===== src/rtl/mattr_pkg.sv =====
package mattr_pkg;

    typedef enum logic [1:0] {
        KIND_FETCH = 2'd0,
        KIND_LOAD  = 2'd1,
        KIND_STORE = 2'd2
    } acc_kind_e;

    typedef enum logic [1:0] {
        SRC_BLOCK  = 2'd0,
        SRC_PAGE   = 2'd1,
        SRC_DIRECT = 2'd2
    } xlat_src_e;

    typedef struct packed {
        logic w;
        logic i;
        logic m;
        logic g;
    } wimg_t;

    localparam wimg_t WIMG_UNTRANSLATED = '{w: 1'b0, i: 1'b0, m: 1'b1, g: 1'b1};

    typedef struct packed {
        logic upd;
        logic alloc;
        logic uncached;
        logic defer;
        logic stall;
        logic launch;
        logic global_q;
    } policy_t;

endpackage


===== src/rtl/mattr_resolve.sv =====
module mattr_resolve
    import mattr_pkg::*;
(
    input  acc_kind_e kind,
    input  xlat_src_e src,
    input  logic      itrans_en,
    input  logic      dtrans_en,
    input  wimg_t     attr,
    output wimg_t     eff
);
    logic trans_on;

    always_comb begin
        trans_on = (kind == KIND_FETCH) ? itrans_en : dtrans_en;
        if (!trans_on || src == SRC_DIRECT) begin
            eff = WIMG_UNTRANSLATED;
        end else begin
            eff = attr;
            // block entries used for fetches carry no guard bit
            if (kind == KIND_FETCH && src == SRC_BLOCK) begin
                eff.g = 1'b0;
            end
        end
    end
endmodule


===== src/rtl/mattr_policy.sv =====
module mattr_policy
    import mattr_pkg::*;
(
    input  logic      valid,
    input  acc_kind_e kind,
    input  logic      spec,
    input  logic      hit,
    input  wimg_t     eff,
    input  logic      wr_busy,
    output policy_t   pol
);
    logic is_store;
    logic needs_bus;
    logic go;

    always_comb begin
        is_store  = (kind == KIND_STORE);
        needs_bus = is_store && (eff.w || eff.i);
        pol       = '0;

        pol.defer = valid && spec && eff.g;
        pol.stall = valid && !pol.defer && needs_bus && wr_busy;
        go        = valid && !pol.defer && !pol.stall;

        pol.uncached = go && eff.i;
        pol.upd      = go && is_store && !eff.i && hit;
        pol.alloc    = go && !eff.i && !hit && !(is_store && eff.w);
        pol.launch   = go && needs_bus;
        pol.global_q = eff.m;
    end
endmodule


===== src/rtl/mattr_wr_port.sv =====
module mattr_wr_port #(
    parameter int ADDR_W = 32,
    parameter int DATA_W = 32
) (
    input  logic              clk,
    input  logic              rst,
    input  logic              launch,
    input  logic              global_in,
    input  logic [ADDR_W-1:0] addr_in,
    input  logic [DATA_W-1:0] data_in,
    input  logic              ack,
    output logic              busy,
    output logic              global_out,
    output logic [ADDR_W-1:0] addr_out,
    output logic [DATA_W-1:0] data_out
);
    typedef struct packed {
        logic              pend;
        logic              glob;
        logic [ADDR_W-1:0] addr;
        logic [DATA_W-1:0] data;
    } port_state_t;

    port_state_t st_d, st_q;

    always_comb begin
        st_d = st_q;
        if (st_q.pend && ack) begin
            st_d.pend = 1'b0;
        end
        // launch is only granted while idle, so one write at a time
        if (launch && !st_q.pend) begin
            st_d.pend = 1'b1;
            st_d.glob = global_in;
            st_d.addr = addr_in;
            st_d.data = data_in;
        end
    end

    always_ff @(posedge clk or posedge rst) begin
        if (rst) begin
            st_q <= '0;
        end else begin
            st_q <= st_d;
        end
    end

    assign busy       = st_q.pend;
    assign global_out = st_q.pend && st_q.glob;
    assign addr_out   = st_q.addr;
    assign data_out   = st_q.data;
endmodule


===== src/rtl/mem_attr_ctrl.sv =====
module mem_attr_ctrl
    import mattr_pkg::*;
#(
    parameter int ADDR_W = 32,
    parameter int DATA_W = 32
) (
    input  logic              clk,
    input  logic              rst,
    input  logic              req_valid,
    input  logic [1:0]        req_kind,
    input  logic              req_spec,
    input  logic [1:0]        xlat_src,
    input  logic              itrans_en,
    input  logic              dtrans_en,
    input  logic [3:0]        attr_wimg,
    input  logic              cache_hit,
    input  logic [ADDR_W-1:0] req_addr,
    input  logic [DATA_W-1:0] req_data,
    input  logic              bus_wr_ack,
    output logic              cache_upd_en,
    output logic              cache_alloc_en,
    output logic              uncached_single,
    output logic              access_defer,
    output logic              access_stall,
    output logic              bus_wr_req,
    output logic              bus_wr_global,
    output logic [ADDR_W-1:0] bus_wr_addr,
    output logic [DATA_W-1:0] bus_wr_data
);
    wimg_t   eff_attr;
    policy_t pol;
    logic    wr_busy;
    logic    valid_in;

    assign valid_in = req_valid && !rst;

    mattr_resolve u_resolve (
        .kind      (acc_kind_e'(req_kind)),
        .src       (xlat_src_e'(xlat_src)),
        .itrans_en (itrans_en),
        .dtrans_en (dtrans_en),
        .attr      (wimg_t'(attr_wimg)),
        .eff       (eff_attr)
    );

    mattr_policy u_policy (
        .valid   (valid_in),
        .kind    (acc_kind_e'(req_kind)),
        .spec    (req_spec),
        .hit     (cache_hit),
        .eff     (eff_attr),
        .wr_busy (wr_busy),
        .pol     (pol)
    );

    mattr_wr_port #(.ADDR_W(ADDR_W), .DATA_W(DATA_W)) u_wr_port (
        .clk        (clk),
        .rst        (rst),
        .launch     (pol.launch),
        .global_in  (pol.global_q),
        .addr_in    (req_addr),
        .data_in    (req_data),
        .ack        (bus_wr_ack),
        .busy       (wr_busy),
        .global_out (bus_wr_global),
        .addr_out   (bus_wr_addr),
        .data_out   (bus_wr_data)
    );

    assign cache_upd_en    = pol.upd;
    assign cache_alloc_en  = pol.alloc;
    assign uncached_single = pol.uncached;
    assign access_defer    = pol.defer;
    assign access_stall    = pol.stall;
    assign bus_wr_req      = wr_busy;
endmodule


===== config.mk =====
export PLATFORM = sky130hd
export DESIGN_NAME = mem_attr_ctrl
export DESIGN_NICKNAME = d
export VERILOG_FILES = /design/src/rtl/mattr_pkg.sv /design/src/rtl/mattr_resolve.sv /design/src/rtl/mattr_policy.sv /design/src/rtl/mattr_wr_port.sv /design/src/rtl/mem_attr_ctrl.sv
export SDC_FILE = /design/constraint.sdc
export NUM_CORES = 1
export LEC_CHECK = 0
export ABC_AREA = 1
export BUFFER_PORTS_ARGS = -buffer_cell sky130_fd_sc_hd__buf_2
export CORE_ASPECT_RATIO = 0.7
export CORE_UTILIZATION = 45
export CTS_CLUSTER_SIZE = 25
export DETAILED_ROUTE_END_ITERATION = 10
export HOLD_SLACK_MARGIN = 0.05
export PLACE_DENSITY = 0.83
export SYNTH_ARGS = -nofsm -noshare
export SYNTH_HDL_FRONTEND = slang
export SYNTH_SLANG_ARGS = --single-unit

===== constraint.sdc =====
create_clock -name clk -period 3 [get_ports clk]
set_input_delay 0.3 -clock clk [delete_from_list [all_inputs] [get_ports clk]]
set_output_delay 0.3 -clock clk [all_outputs]
set_load 0.03 [all_outputs]

==> results.txt, run 1 <==
The flow ran to the end, and the final reports show no timing, DRC or antenna violations. The tools report the number of rows created at floorplan as 26. The tools report the share of the yosys chip area belonging to registers as 0.4832.

The H-tree depth is 3, and the sum of routed wire length over all layers is 8043 µm. The final core utilization was 0.5291. Counting I/O delays and the setup requirement, the final critical path takes 2197 ps.

The tools report the global routing usage on met1 as 0.2581. For this design, the CTS-stage hold fixing added 0 buffers. For the antenna cell count, the log shows 0. The critical path class was in -> reg. Setup violations remaining at the end of the flow were counted as 0. Data on the critical path is required at its endpoint by 3210 ps.

In this run the remaining antenna-violating nets after routing total 0. For the all-layer global routing usage, the log shows 0.2015. The vias per cell was 5.040; the routed via count was 2,898.

The fill cell instance count of the final layout was 686; the number of warnings printed during yosys synthesis was 0. TritonCTS built the clock tree. The source-to-sink clock delay at the later pin of the worst-skew pair is 320 ps, and the total power divided by cell area is 770.3 nW/µm².

Synthesis instantiated 19 different standard cells from the library. Synthesized-area fraction occupied by ao, oa, aoi and oai cells: 0.006589. Headroom to the max-slew limit: 0.4340. The placeable core region came out at 7320 µm². In the final timing run, aggregate negative setup slack is 0 ps. The met2 demand-to-capacity share in global routing was 0.3290; the mean instance size in the synthesized netlist was 8.610 µm². In this run the deepest clock path goes through 2 buffers. The post-layout instance count excluding filler cells came out at 575. STA classifies the critical path startpoint as an input port.

The design draws 2983 µW. The clock arrives with 4.419 ps of skew. Counting every instance in the synthesized netlist gives 397.

Detailed placement ended at an HPWL of 5393 µm. Routability-driven placement finished with a final weighted congestion of 0.8341. The arithmetic-cell share of the synthesized area counting full adders, half adders and majority gates works out to 0. The initial antenna violation count is 0, and the die area is 7954 µm². The worst hold path belongs to the class in -> reg. The first global-routing pass estimated 12,450 µm of wire. The logs give 0.06147 for the global-route track usage on met3 and 0 for the max-capacitance violation count.

The ratio of cells with drive above 1 in the final layout works out to 0.3774. The leakage power is 0.002305 µW. In the final routed layout, each cell accounts on average for 13.99 µm.

Entering global routing, the biggest net connects 69 pins. From bottom edge to top edge, the die measures 74.92 µm. The total overflow left after global routing is 0. The xor/xnor share of the synthesized area works out to 0. The hold slack came out at 136.7 ps. In this run, synthesis produced a sequential element count of 66. After detailed placement, the design holds a cell count of 560. The global routing stage identified its most utilized layer as met2. Endpoint class of the critical path: a flop.

Gates resized during post-CTS repair numbered 0. The worst-case IR drop observed on VDD is 0.0003761 V. Setup repair after global routing left no endpoint under its margin. The mapped netlist covers 3418 µm². The number of global-route vias before repair came out at 2,609. In the routed design, unresolved DRC markers number 0. The largest fanout of any net on the critical path works out to 43. The count of routing violations after the opening detailed-route iteration was 247; the initial core utilization was 0.4670.

For this run, the detailed router's first-pass iteration total came to 4. The share of the clock period used by the worst path was 0.7322. The count of buffers added on input and output ports is 150. Clock tree synthesis found a total of 66 sinks.

At the pin with the least slew margin, the transition time is 849.0 ps. The run gives 477 as the total nets after synthesis. The root buffer cell chosen for the clock tree is clkbuf_8. The post-synthesis share of cell area spent on and, or, nand and nor gates was 0.3045. Data on the critical path arrives at its endpoint at 2410 ps.

Highest clock rate: 0.4553 GHz. Clock tree synthesis inserted a total of 9 buffers. The clock transition at the registers of the reported paths was 70 ps. Compared with the post-synthesis result, the final layout area differs by 13.29%. The logs give 0 for the number of hold-slack violations in the final timing report and 151 for the I/O pin count. Main combinational cell family by area after synthesis: simple AND/OR/NAND/NOR gates. After the last flow step, the layout net total stands at 553.

Once the clock tree was built, the setup fixing pass inserted 0 buffers. From left edge to right edge, the die measures 106.2 µm. The number of slew-limit violations in the final report is 0. The mux contribution to synthesized area was 0.
==> state kept, by name, indices dropped and copies added (netlist names) <==
register            flops
u_wr_port.addr_out     32
u_wr_port.data_out     32
u_wr_port.busy          1
u_wr_port.st_q          1
==> cells in the mapped netlist <==
library cell  count  area, µm²
a211oi_1          1      7.510
a21oi_1           1      5.000
buf_2             7      35.03
buf_4            70      525.5
buf_6             6      67.56
clkbuf_1          9      33.78
clkinv_1          1      3.750
dfrtp_1          66       1652
inv_1             8      30.03
inv_2             2      7.510
nand2_1         141      529.3
nand2_2           3      18.77
nand3_1           4      20.02
nand3b_1          1      7.510
nand3b_4          1      20.02
nand4_1          66      412.9
nor2_1            7      26.28
nor2_2            1      6.260
o21ai_1           2      10.01
==> cells by family (layout without fill, tap and decap cells) <==
| family | Yosys count | after routing |
|---|---|---|
| AOI/OAI and AO/OA | 4 | 4 |
| buffers and inverters | 103 | 183 |
| DFF | 66 | 66 |
| and+or+nand+nor | 224 | 224 |
==> metrics by stage <==
stage,worst slack (ps),area [µm²]
floorplan,1045,3418
global placement,580.1,3687
detailed placement,452.6,3687
CTS,813.4,3872
global route,602.2,3872
finish,803.4,3872
==> final timing paths <==
| check | startpoint | end | slack, ps | depth (start not counted) |
|---|---|---|---|---|
| hold / removal | bus_wr_ack | u_wr_port.busy$_DFFE_PP0P_ | 140 | 2 |
| setup / recovery | req_kind[0] | u_wr_port.addr_out[10]$_DFFE_PP0P_ | 800 | 12 |
| min in group asynchronous | rst | u_wr_port.addr_out[9]$_DFFE_PP0P_ | 220 | 3 |
| setup reg to reg | u_wr_port.busy$_DFFE_PP0P_ | u_wr_port.addr_out[10]$_DFFE_PP0P_ | 1390 | 5 |
| max in group asynchronous | rst | u_wr_port.data_out[27]$_DFFE_PP0P_ | 2210 | 3 |
| hold reg to reg | u_wr_port.addr_out[22]$_DFFE_PP0P_ | u_wr_port.addr_out[22]$_DFFE_PP0P_ | 470 | 2 |
==> routing by layer <==
metal / share of wire / routed length, µm
met5: 0 / 0
met1: 0.46 / 3671
met3: 0.083 / 665
met4: 0.0096 / 77
met2: 0.45 / 3629
==> report_power, final <==
part	switching, µW	internal [µW]
registers	123	1120
logic	743	285
clock network	317	400
==> layout make-up <==
cell class              instances  area (µm²)  area share
multi-input cells             228        1069      0.2759
clock buffers                  12       145.1     0.03748
repair buffers                157       803.3      0.2074
flip-flops and latches         66        1652      0.4265
inverters                      11       41.29     0.01066
well taps                      98       122.6     0.03166
clock inverters                 3       40.04     0.01034
==> placed cells by master (no fill, tap or decap), drive strengths merged, types with 2 or more instances in the layout <==
cell type,synthesis,final
buf,83,157
clkbuf,9,12
clkinv,1,2
dfrtp,66,66
inv,10,11
nand2,144,144
nand3,4,4
nand3b,2,2
nand4,66,66
nor2,8,8
o21ai,2,2
==> critical path, stage by stage <==
cell,delay [ps]
buf_2,120
nor2_2,110
nand2_1,80
nand2_2,140
nand3_1,80
nand2_1,100
nand2_2,80
inv_2,300
nand3_2,450
buf_4,430
nand2_1,120
nand2_1,60
No activity file was read; power rests on OpenSTA's default activity.
==> run 2, diff against run 1 <==
--- a/config.mk
+++ b/config.mk
@@ -8,7 +8,7 @@
 export ABC_AREA = 1
 export BUFFER_PORTS_ARGS = -buffer_cell sky130_fd_sc_hd__buf_2
 export CORE_ASPECT_RATIO = 0.7
-export CORE_UTILIZATION = 45
+export CORE_UTILIZATION = 43
 export CTS_CLUSTER_SIZE = 25
 export DETAILED_ROUTE_END_ITERATION = 10
 export HOLD_SLACK_MARGIN = 0.05
==> constraint.sdc (replaced) <==
create_clock -name clk -period 1.9 [get_ports clk]
set_input_delay 0.19 -clock clk [delete_from_list [all_inputs] [get_ports clk]]
set_output_delay 0.19 -clock clk [all_outputs]
set_load 0.03 [all_outputs]
==> run 2 against run 1 <==
Against the previous run: sequential power increased by 58%; critical path depth shrank 1; design area increased by 3.7%; setup slack worse by 550 ps; clock-buffer cell count is 1 higher; total power rose by 70%; wire length decreased by 3.1%; cell count grew 0.87%; hold slack worse by 14 ps; clock power increased by 110%; first-iteration DRC count is 19% lower; clock skew is essentially flat; critical endpoint is now access_stall; largest power group unchanged.
==> results.txt, run 2 (synthesis results as in run 1) <==
The vias per cell is 4.921 (was 5.040). The run gives 0.6062 GHz as the highest clock rate. The critical path class was in -> out (was in -> reg). The tools report the endpoint class of the critical path as an output port (was a flop). The hold buffer count at cts was 2 (was 0).

The tools report the master cell of the clock root buffer as clkbuf_16 (was clkbuf_8). Wire length of the first global-routing pass: 12,780 µm (was 12,450 µm). The HPWL after detailed placement came out at 5469 µm (was 5393 µm). Setup repair after global routing left no endpoint under its margin. The slack of the worst reg-to-reg path is 450 ps (was 1390 ps). The number of global-route vias before repair came out at 2,721 (was 2,609). The fill cell instance count of the final layout was 695 (was 686); the initial core utilization was 0.4569 (was 0.4670). The I/O pin count is 151 (unchanged), and the post-detailed-route DRC marker count is 0 (unchanged). The critical path data arrival time is 1460 ps (was 2410 ps). The run gives 67 (was 69) as the largest net degree at the start of global routing. The post-synthesis to final-layout area growth was 17.46% (was 13.29%). The quantity of I/O buffers inserted on ports works out to 150 (unchanged).

The max-capacitance violation count was 0 (unchanged); the placeable core region was 7482 µm² (was 7320 µm²). Endpoint of the most critical register-to-register path: u_wr_port.addr_out[3]$_DFFE_PP0P_ (was u_wr_port.addr_out[10]$_DFFE_PP0P_). For the total instance count after detailed placement, the log shows 563 (was 560).

Number of CTS-inserted buffers: 9 (unchanged). Highest-count cells in the layout ignoring fill and taps: 150 x buf_2, 141 x nand2_1, 66 x nand4_1, 66 x dfrtp_1 (was 150 x buf_2, 141 x nand2_1, 66 x nand4_1, 66 x dfrtp_1, 10 x clkbuf_8). The all-layer global routing usage is 0.1970 (was 0.2015), and the final total negative setup slack is 0 ps (unchanged).

The ratio of cells with drive above 1 in the final layout works out to 0.3797 (was 0.3774). The run gives 0 (unchanged) as the number of slew-limit violations in the final report. The run gives 2 (unchanged) as the maximum root-to-sink buffer count. Maximum vdd ir drop: 0.0007405 V (was 0.0003761 V).

For the number of rows created at floorplan, the log shows 26 (unchanged). The routability congestion estimate was 0.7582 (was 0.8341). The flow ran to the end, and the final reports show no timing, DRC or antenna violations.

The storage element area came out at 1652 µm² (unchanged). The startpoint of the most critical hold path is req_addr[28] (was bus_wr_ack). The y dimension of the die was 76.60 µm (was 74.92 µm); the die outline width was 108.6 µm (was 106.2 µm).

Slew at the pin closest to its max-slew limit: 373.8 ps (was 849.0 ps). The number of hold-slack violations in the final timing report was 0 (unchanged). For the H-tree depth, the log shows 3 (unchanged).

The clock tree skew after final layout was 4.675 ps (was 4.419 ps). For the count of instances resized after the clock tree is built, the log shows 0 (unchanged). The most common library cell in the layout ignoring fill and taps is buf_2 (unchanged).

The final setup violation count is 0 (unchanged). Routed via count: 2,854 (was 2,898). The data required time of the worst path was 1710 ps (was 3210 ps); the TritonCTS sink count was 66 (unchanged). The switching fraction of total power works out to 0.3753 (was 0.3964).

The class of the most critical hold timing path is in -> reg (unchanged). The leakage power is 0.002366 µW (was 0.002305 µW). The largest fanout of any net on the critical path is 5 (was 43). The residual antenna-violating net count after detailed routing came out at 0 (unchanged). The logic depth of the worst register-to-register path came out at 5 (unchanged). The tools report the net switching power of the design as 1903 µW (was 1183 µW). The count of routing violations after the opening detailed-route iteration is 200 (was 247). The number of detailed-routing iterations run before antenna repair is 4 (unchanged). Clock transition at the registers of the reported paths: 50 ps (was 70 ps). TritonCTS built the clock tree. The share of the clock period used by the worst path was 0.8682. The total area of multi-input combinational cells came out at 1069 µm² (unchanged).

The run gives 0.322 (was 0.344) as the fraction of power consumed by combinational cells. The run gives 0 (unchanged) as the number of post-CTS setup repair buffers. The final critical delay including setup and external delays is 1650 ps. For the total global routing overflow, the log shows 0 (unchanged). The initial antenna violation count is 0 (unchanged).

The mean routed wirelength per cell was 13.44 µm (was 13.99 µm); the worst hold path cell count was 3 (was 2). The sum of routed wire length over all layers came out at 7794 µm (was 8043 µm). The nature of the critical path startpoint was an input port (unchanged). The antenna cell count is 0 (unchanged).

The end of the worst hold path is u_wr_port.addr_out[28]$_DFFE_PP0P_ (was u_wr_port.busy$_DFFE_PP0P_). The final core utilization is 0.5366 (was 0.5291), and the clock power share is 0.292 (was 0.240). The total power divided by cell area is 1263 nW/µm² (was 770.3 nW/µm²), and the headroom to the max-slew limit is 0.7505 (was 0.4340).

For the register share of total power, the log shows 0.386 (was 0.415). The tools report the die area as 8316 µm² (was 7954 µm²). The run gives 558 (was 553) as the net count of the finished layout.

The run gives 310 ps (was 320 ps) as the source-to-sink clock delay at the later pin of the worst-skew pair. The internal power summed over all cells came out at 3168 µW (was 1800 µW). The post-layout instance count excluding filler cells was 580 (was 575).

Startpoint of the most critical register-to-register path: u_wr_port.busy$_DFFE_PP0P_ (unchanged).
==> run 2: worst max-delay path by stage <==
stage                start                                end  slack [ps]  cells past startpoint
6_report       req_kind[0]                       access_stall         250                     11
3_5_place_dp   req_kind[0]     u_wr_port.st_q[64]$_DFFE_PP0P_         230                     12
3_3_place_gp   req_kind[0]     u_wr_port.st_q[64]$_DFFE_PP0P_         300                     12
5_1_grt        req_kind[0]                       access_stall         170                     11
2_1_floorplan          rst  u_wr_port.addr_out[0]$_DFFE_PP0P_          60                      1
4_1_cts        req_kind[0]                       access_stall         280                     11
==> run 2: per-stage QoR <==
step                      hold WS, ps  area [µm²]  total power (µW)  setup slack, ps
after global placement          291.5        3722              3568            303.7
after CTS                       112.1        4015              5136            275.3
after global routing            123.1        4015              5376            173.1
after floorplan                 270.6        3418              3556            55.19
final                           122.8        4015              5070            250.3
after detailed placement        302.7        3722              3620            232.7
==> run 2: layout make-up <==
cell class / count / area share
sequential: 66 / 0.4113
inverter: 11 / 0.01028
clock buffer: 13 / 0.06482
timing repair buffer: 162 / 0.2138
clock inverter: 2 / 0.003116
tap: 98 / 0.03054
multi-input combinational: 228 / 0.2661
==> run 2: per-layer routing <==
layer	global-route usage	share of wire	routed length, µm
met1	0.2448	0.46	3570
met2	0.3228	0.46	3609
met3	0.06929	0.072	563
met4	0.05405	0.0065	51
met5	0	0	0
==> run 2: power by group through the flow <==
stage | registers, µW | clock network (µW) | logic, µW
floorplan | 1930 | 0 | 1630
global placement | 1960 | 0 | 1610
detailed placement | 1970 | 0 | 1650
CTS | 1950 | 1530 | 1650
global route | 2000 | 1600 | 1770
finish | 1960 | 1480 | 1630
==> run 2: worst max-delay path: stages <==
cell,delay (ps)
buf_2,120
nor2_2,130
nand2_1,70
nand2_2,130
nand3_1,80
nand2_1,90
nand2_2,70
inv_2,90
nand2_1,60
nor2_1,180
buf_2,240
==> run 3, diff against run 2 <==
--- a/config.mk
+++ b/config.mk
@@ -5,10 +5,10 @@
 export SDC_FILE = /design/constraint.sdc
 export NUM_CORES = 1
 export LEC_CHECK = 0
-export ABC_AREA = 1
+export ABC_AREA = 0
 export BUFFER_PORTS_ARGS = -buffer_cell sky130_fd_sc_hd__buf_2
 export CORE_ASPECT_RATIO = 0.7
-export CORE_UTILIZATION = 43
+export CORE_UTILIZATION = 42
 export CTS_CLUSTER_SIZE = 25
 export DETAILED_ROUTE_END_ITERATION = 10
 export HOLD_SLACK_MARGIN = 0.05
==> run 3 against run 2 <==
Against the previous run: first-iteration DRC count shrank 65%; largest power group unchanged; sequential power shrank 8%; critical endpoint is now cache_upd_en; total power fell by 19%.
==> results.txt, run 3 <==
The flow ran to the end, and the final reports show no timing, DRC or antenna violations. The number of rows created at floorplan was 25 (was 26); the y dimension of the die was 74.09 µm (was 76.60 µm). The clock tree skew after final layout is 4.280 ps (was 4.675 ps). The storage element area is 1652 µm² (unchanged). The H-tree depth was 3 (unchanged); the initial antenna violation count was 0 (unchanged). The logs give 4144 µm (was 5469 µm) for the HPWL after detailed placement and 1590 ps (was 1460 ps) for the critical path data arrival time. TritonCTS built the clock tree.

The most used flip-flop cell after synthesis is dfrtp_1 (unchanged). The arithmetic-cell share of the synthesized area counting full adders, half adders and majority gates was 0 (unchanged). The run gives 0 (unchanged) as the final setup violation count.

Count of instances resized after the clock tree is built: 0 (unchanged). The area fraction of the dominant cell type after synthesis works out to 0.5297 (was 0.4832). Highest-count cells in the layout ignoring fill and taps: 150 x buf_2, 66 x dfrtp_1, 39 x mux2_1 (was 150 x buf_2, 141 x nand2_1, 66 x nand4_1, 66 x dfrtp_1). The mux contribution to synthesized area came out at 0.2348 (was 0).

The TritonCTS sink count is 66 (unchanged), and the headroom to the max-slew limit is 0.7411 (was 0.7505). For the net count of the finished layout, the log shows 406 (was 558). The number of global-route vias before repair is 1,904 (was 2,721), and the post-synthesis to final-layout area growth is 19.30% (was 17.46%). Nature of the critical path startpoint: an input port (unchanged). The number of slew-limit violations in the final report is 0 (unchanged). The number of synthesized flops with an enable pin was 0 (unchanged); the total area of multi-input combinational cells was 922.1 µm² (was 1069 µm²).

The slack of the worst reg-to-reg path is 390 ps (was 450 ps), and the total instance count after detailed placement is 407 (was 563). The logs give 0 (unchanged) for the total global routing overflow and 0.5631 GHz (was 0.6062 GHz) for the highest clock rate. The unique cell type count in the Yosys netlist was 27 (was 19). For the total nets after synthesis, the log shows 310 (was 477). The leakage power was 0.002060 µW (was 0.002366 µW); the minimum setup slack in the final design was 124.1 ps (was 250.3 ps).

The count of routing violations after the opening detailed-route iteration came out at 70 (was 200). The async set-reset flop share out of synthesis is 1.000 (unchanged), and the source-to-sink clock delay at the later pin of the worst-skew pair is 320 ps (was 310 ps). The antenna cell count is 0 (unchanged), and the xor/xnor share of the synthesized area is 0 (unchanged). The logs give 7777 µm² (was 8316 µm²) for the die area and 4 (unchanged) for the number of detailed-routing iterations run before antenna repair. Endpoint class of the critical path: an output port (unchanged). The initial core utilization is 0.4470 (was 0.4569), and the mean instance size in the synthesized netlist is 13.56 µm² (was 8.610 µm²). The mean routed wirelength per cell is 12.93 µm (was 13.44 µm), and the post-layout instance count excluding filler cells is 425 (was 580). The share of the yosys chip area belonging to registers came out at 0.5297 (was 0.4832). The final critical delay including setup and external delays was 1776 ps (was 1650 ps).

The main combinational cell family by area after synthesis was multiplexers (was simple AND/OR/NAND/NOR gates). The master cell of the clock root buffer was clkbuf_8 (was clkbuf_16). The instance count of the mapped netlist is 230 (was 397), and the data required time of the worst path is 1710 ps (about the same).

Largest cells by area after synthesis: dfrtp_1 53%, buf_4 16%, mux2_1 14%, mux2_2 9.4%, buf_6 1.4% (was dfrtp_1 48%, nand2_1 15%, buf_4 15%, nand4_1 12%, buf_6 2.0%). The number of CTS-inserted buffers was 9 (unchanged). The largest fanout of any net on the critical path came out at 4 (was 5). The quantity of I/O buffers inserted on ports was 150 (unchanged).

For the I/O pin count, the log shows 151 (unchanged). The cell type contributing the most total cell area after synthesis is dfrtp_1 (unchanged). The residual antenna-violating net count after detailed routing is 0 (unchanged), and the placeable core region is 6975 µm² (was 7482 µm²).

The total power divided by cell area was 1107 nW/µm² (was 1263 nW/µm²); the placed standard-cell area was 3517 µm² (was 3722 µm²). The ratio of cells with drive above 1 in the final layout works out to 0.5982 (was 0.3797). The run gives 5495 µm (was 7794 µm) as the sum of routed wire length over all layers. The finished layout cell area came out at 3720 µm² (was 4015 µm²).

Setup repair after global routing left no endpoint under its margin. The number of post-CTS setup repair buffers was 0 (unchanged). The die outline width is 105.0 µm (was 108.6 µm). Most used standard cells in the synthesized netlist: 66 x dfrtp_1, 65 x buf_4, 39 x mux2_1 (was 141 x nand2_1, 70 x buf_4, 66 x dfrtp_1, 66 x nand4_1, 9 x clkbuf_1). The routability congestion estimate is 0.8564 (was 0.7582). The register bit count reported by yosys was 66 (unchanged); the clock transition at the registers of the reported paths was 60 ps (was 50 ps).

The max-capacitance violation count was 0 (unchanged). The cell with the most instances after synthesis was dfrtp_1 (was nand2_1). Largest net degree at the start of global routing: 67 (unchanged). The vias per cell is 4.586 (was 4.921), and the slew at the pin closest to its max-slew limit is 388.0 ps (was 373.8 ps). The class of the most critical hold timing path is in -> reg (unchanged).

The maximum vdd ir drop is 0.0005342 V (was 0.0007405 V). The run gives 2 (unchanged) as the maximum root-to-sink buffer count. The logs give 0 (unchanged) for the number of warnings printed during yosys synthesis and 8763 µm (was 12,780 µm) for the wire length of the first global-routing pass. Share of the clock period used by the worst path: 0.9347 (was 0.8682). The logs give 590 (was 695) for the fill cell instance count of the final layout and 0 (unchanged) for the number of hold-slack violations in the final timing report. The cell area after technology mapping was 3118 µm² (was 3418 µm²); the routed via count was 1,949 (was 2,854). The post-synthesis share of cell area spent on and, or, nand and nor gates was 0.03130 (was 0.3045).

Most common library cell in the layout ignoring fill and taps: buf_2 (unchanged). Critical path class: in -> out (unchanged). Post-place setup slack: -71.26 ps (was 232.7 ps). For the all-layer global routing usage, the log shows 0.1471 (was 0.1970). The synthesized-area fraction occupied by ao, oa, aoi and oai cells is 0.02769 (was 0.006589), and the post-detailed-route DRC marker count is 0 (unchanged).
[run 3: cell count changes after synthesis, sizes merged, moves of 3 or more]
| cell | delta |
|---|---|
| inv | -8 |
| nand2 | -142 |
| buf | -12 |
| nor2 | -7 |
| nand3 | -4 |
| nand4 | -66 |
| clkbuf | -9 |
| nand2b | +3 |
| mux2 | +65 |
[run 3: where the power goes]
part / internal, µW / total [µW] / switching (µW)
Clock: 578 / 1060 / 480
Combinational: 431 / 1250 / 817
Sequential: 1680 / 1810 / 128
Total: 2690 / 4120 / 1430
[run 3: timing repair]
| action | in CTS | in global routing |
|---|---|---|
| hold buffers | 2 | 0 |
| endpoints found under the hold margin | 67 | 0 |
| setup endpoints to repair | 0 | 0 |
[run 3: logic make-up after synthesis]
family                 Yosys count
and+or+nand+nor                 15
AOI/OAI and AO/OA               11
muxes                           65
buffers and inverters           73
DFF                             66
[run 3: layout make-up]
class,instances,share of cell area
clock inverters,2,0.002691
multi-input cells,91,0.2479
well taps,94,0.03162
flip-flops and latches,66,0.4440
clock buffers,14,0.04642
inverters,2,0.002018
repair buffers,156,0.2254
[run 3: stage by stage]
stage / setup TNS, ps / power (µW) / hold slack, ps / util
2_1_floorplan: 0 / 3045 / 275.4 / -
3_3_place_gp: 0 / 3055 / 299.9 / 0.5042
3_5_place_dp: -2088 / 3096 / 298.2 / 0.5042
4_1_cts: 0 / 4189 / 51.80 / 0.5333
5_1_grt: 0 / 4336 / 58.03 / 0.5333
6_report: 0 / 4118 / 75.90 / 0.5333
[run 3: critical path: stages]
cell and delay (ps):
buf_2 120, o21a_1 220, o2111a_1 240, a221oi_1 380
and4_1 240, buf_2 190
[run 3: worst paths after layout]
kind                                               startpoint                                  to  cells past startpoint
setup reg to reg                   u_wr_port.busy$_DFFE_PP0P_  u_wr_port.addr_out[20]$_DFFE_PP0P_                      3
hold / removal                                    req_data[6]   u_wr_port.data_out[6]$_DFFE_PP0P_                      2
min in group asynchronous                                 rst  u_wr_port.addr_out[26]$_DFFE_PP0P_                      4
hold reg to reg            u_wr_port.data_out[14]$_DFFE_PP0P_  u_wr_port.data_out[14]$_DFFE_PP0P_                      1
max in group asynchronous                                 rst  u_wr_port.addr_out[23]$_DFFE_PP0P_                      4
setup / recovery                                  req_kind[0]                        cache_upd_en                      6
[run 3: layer usage]
layer  track usage  wire length [µm]
met1        0.1732              2303
met2        0.2450              2626
met3       0.05784               470
met4       0.06416                95
met5             0                 0
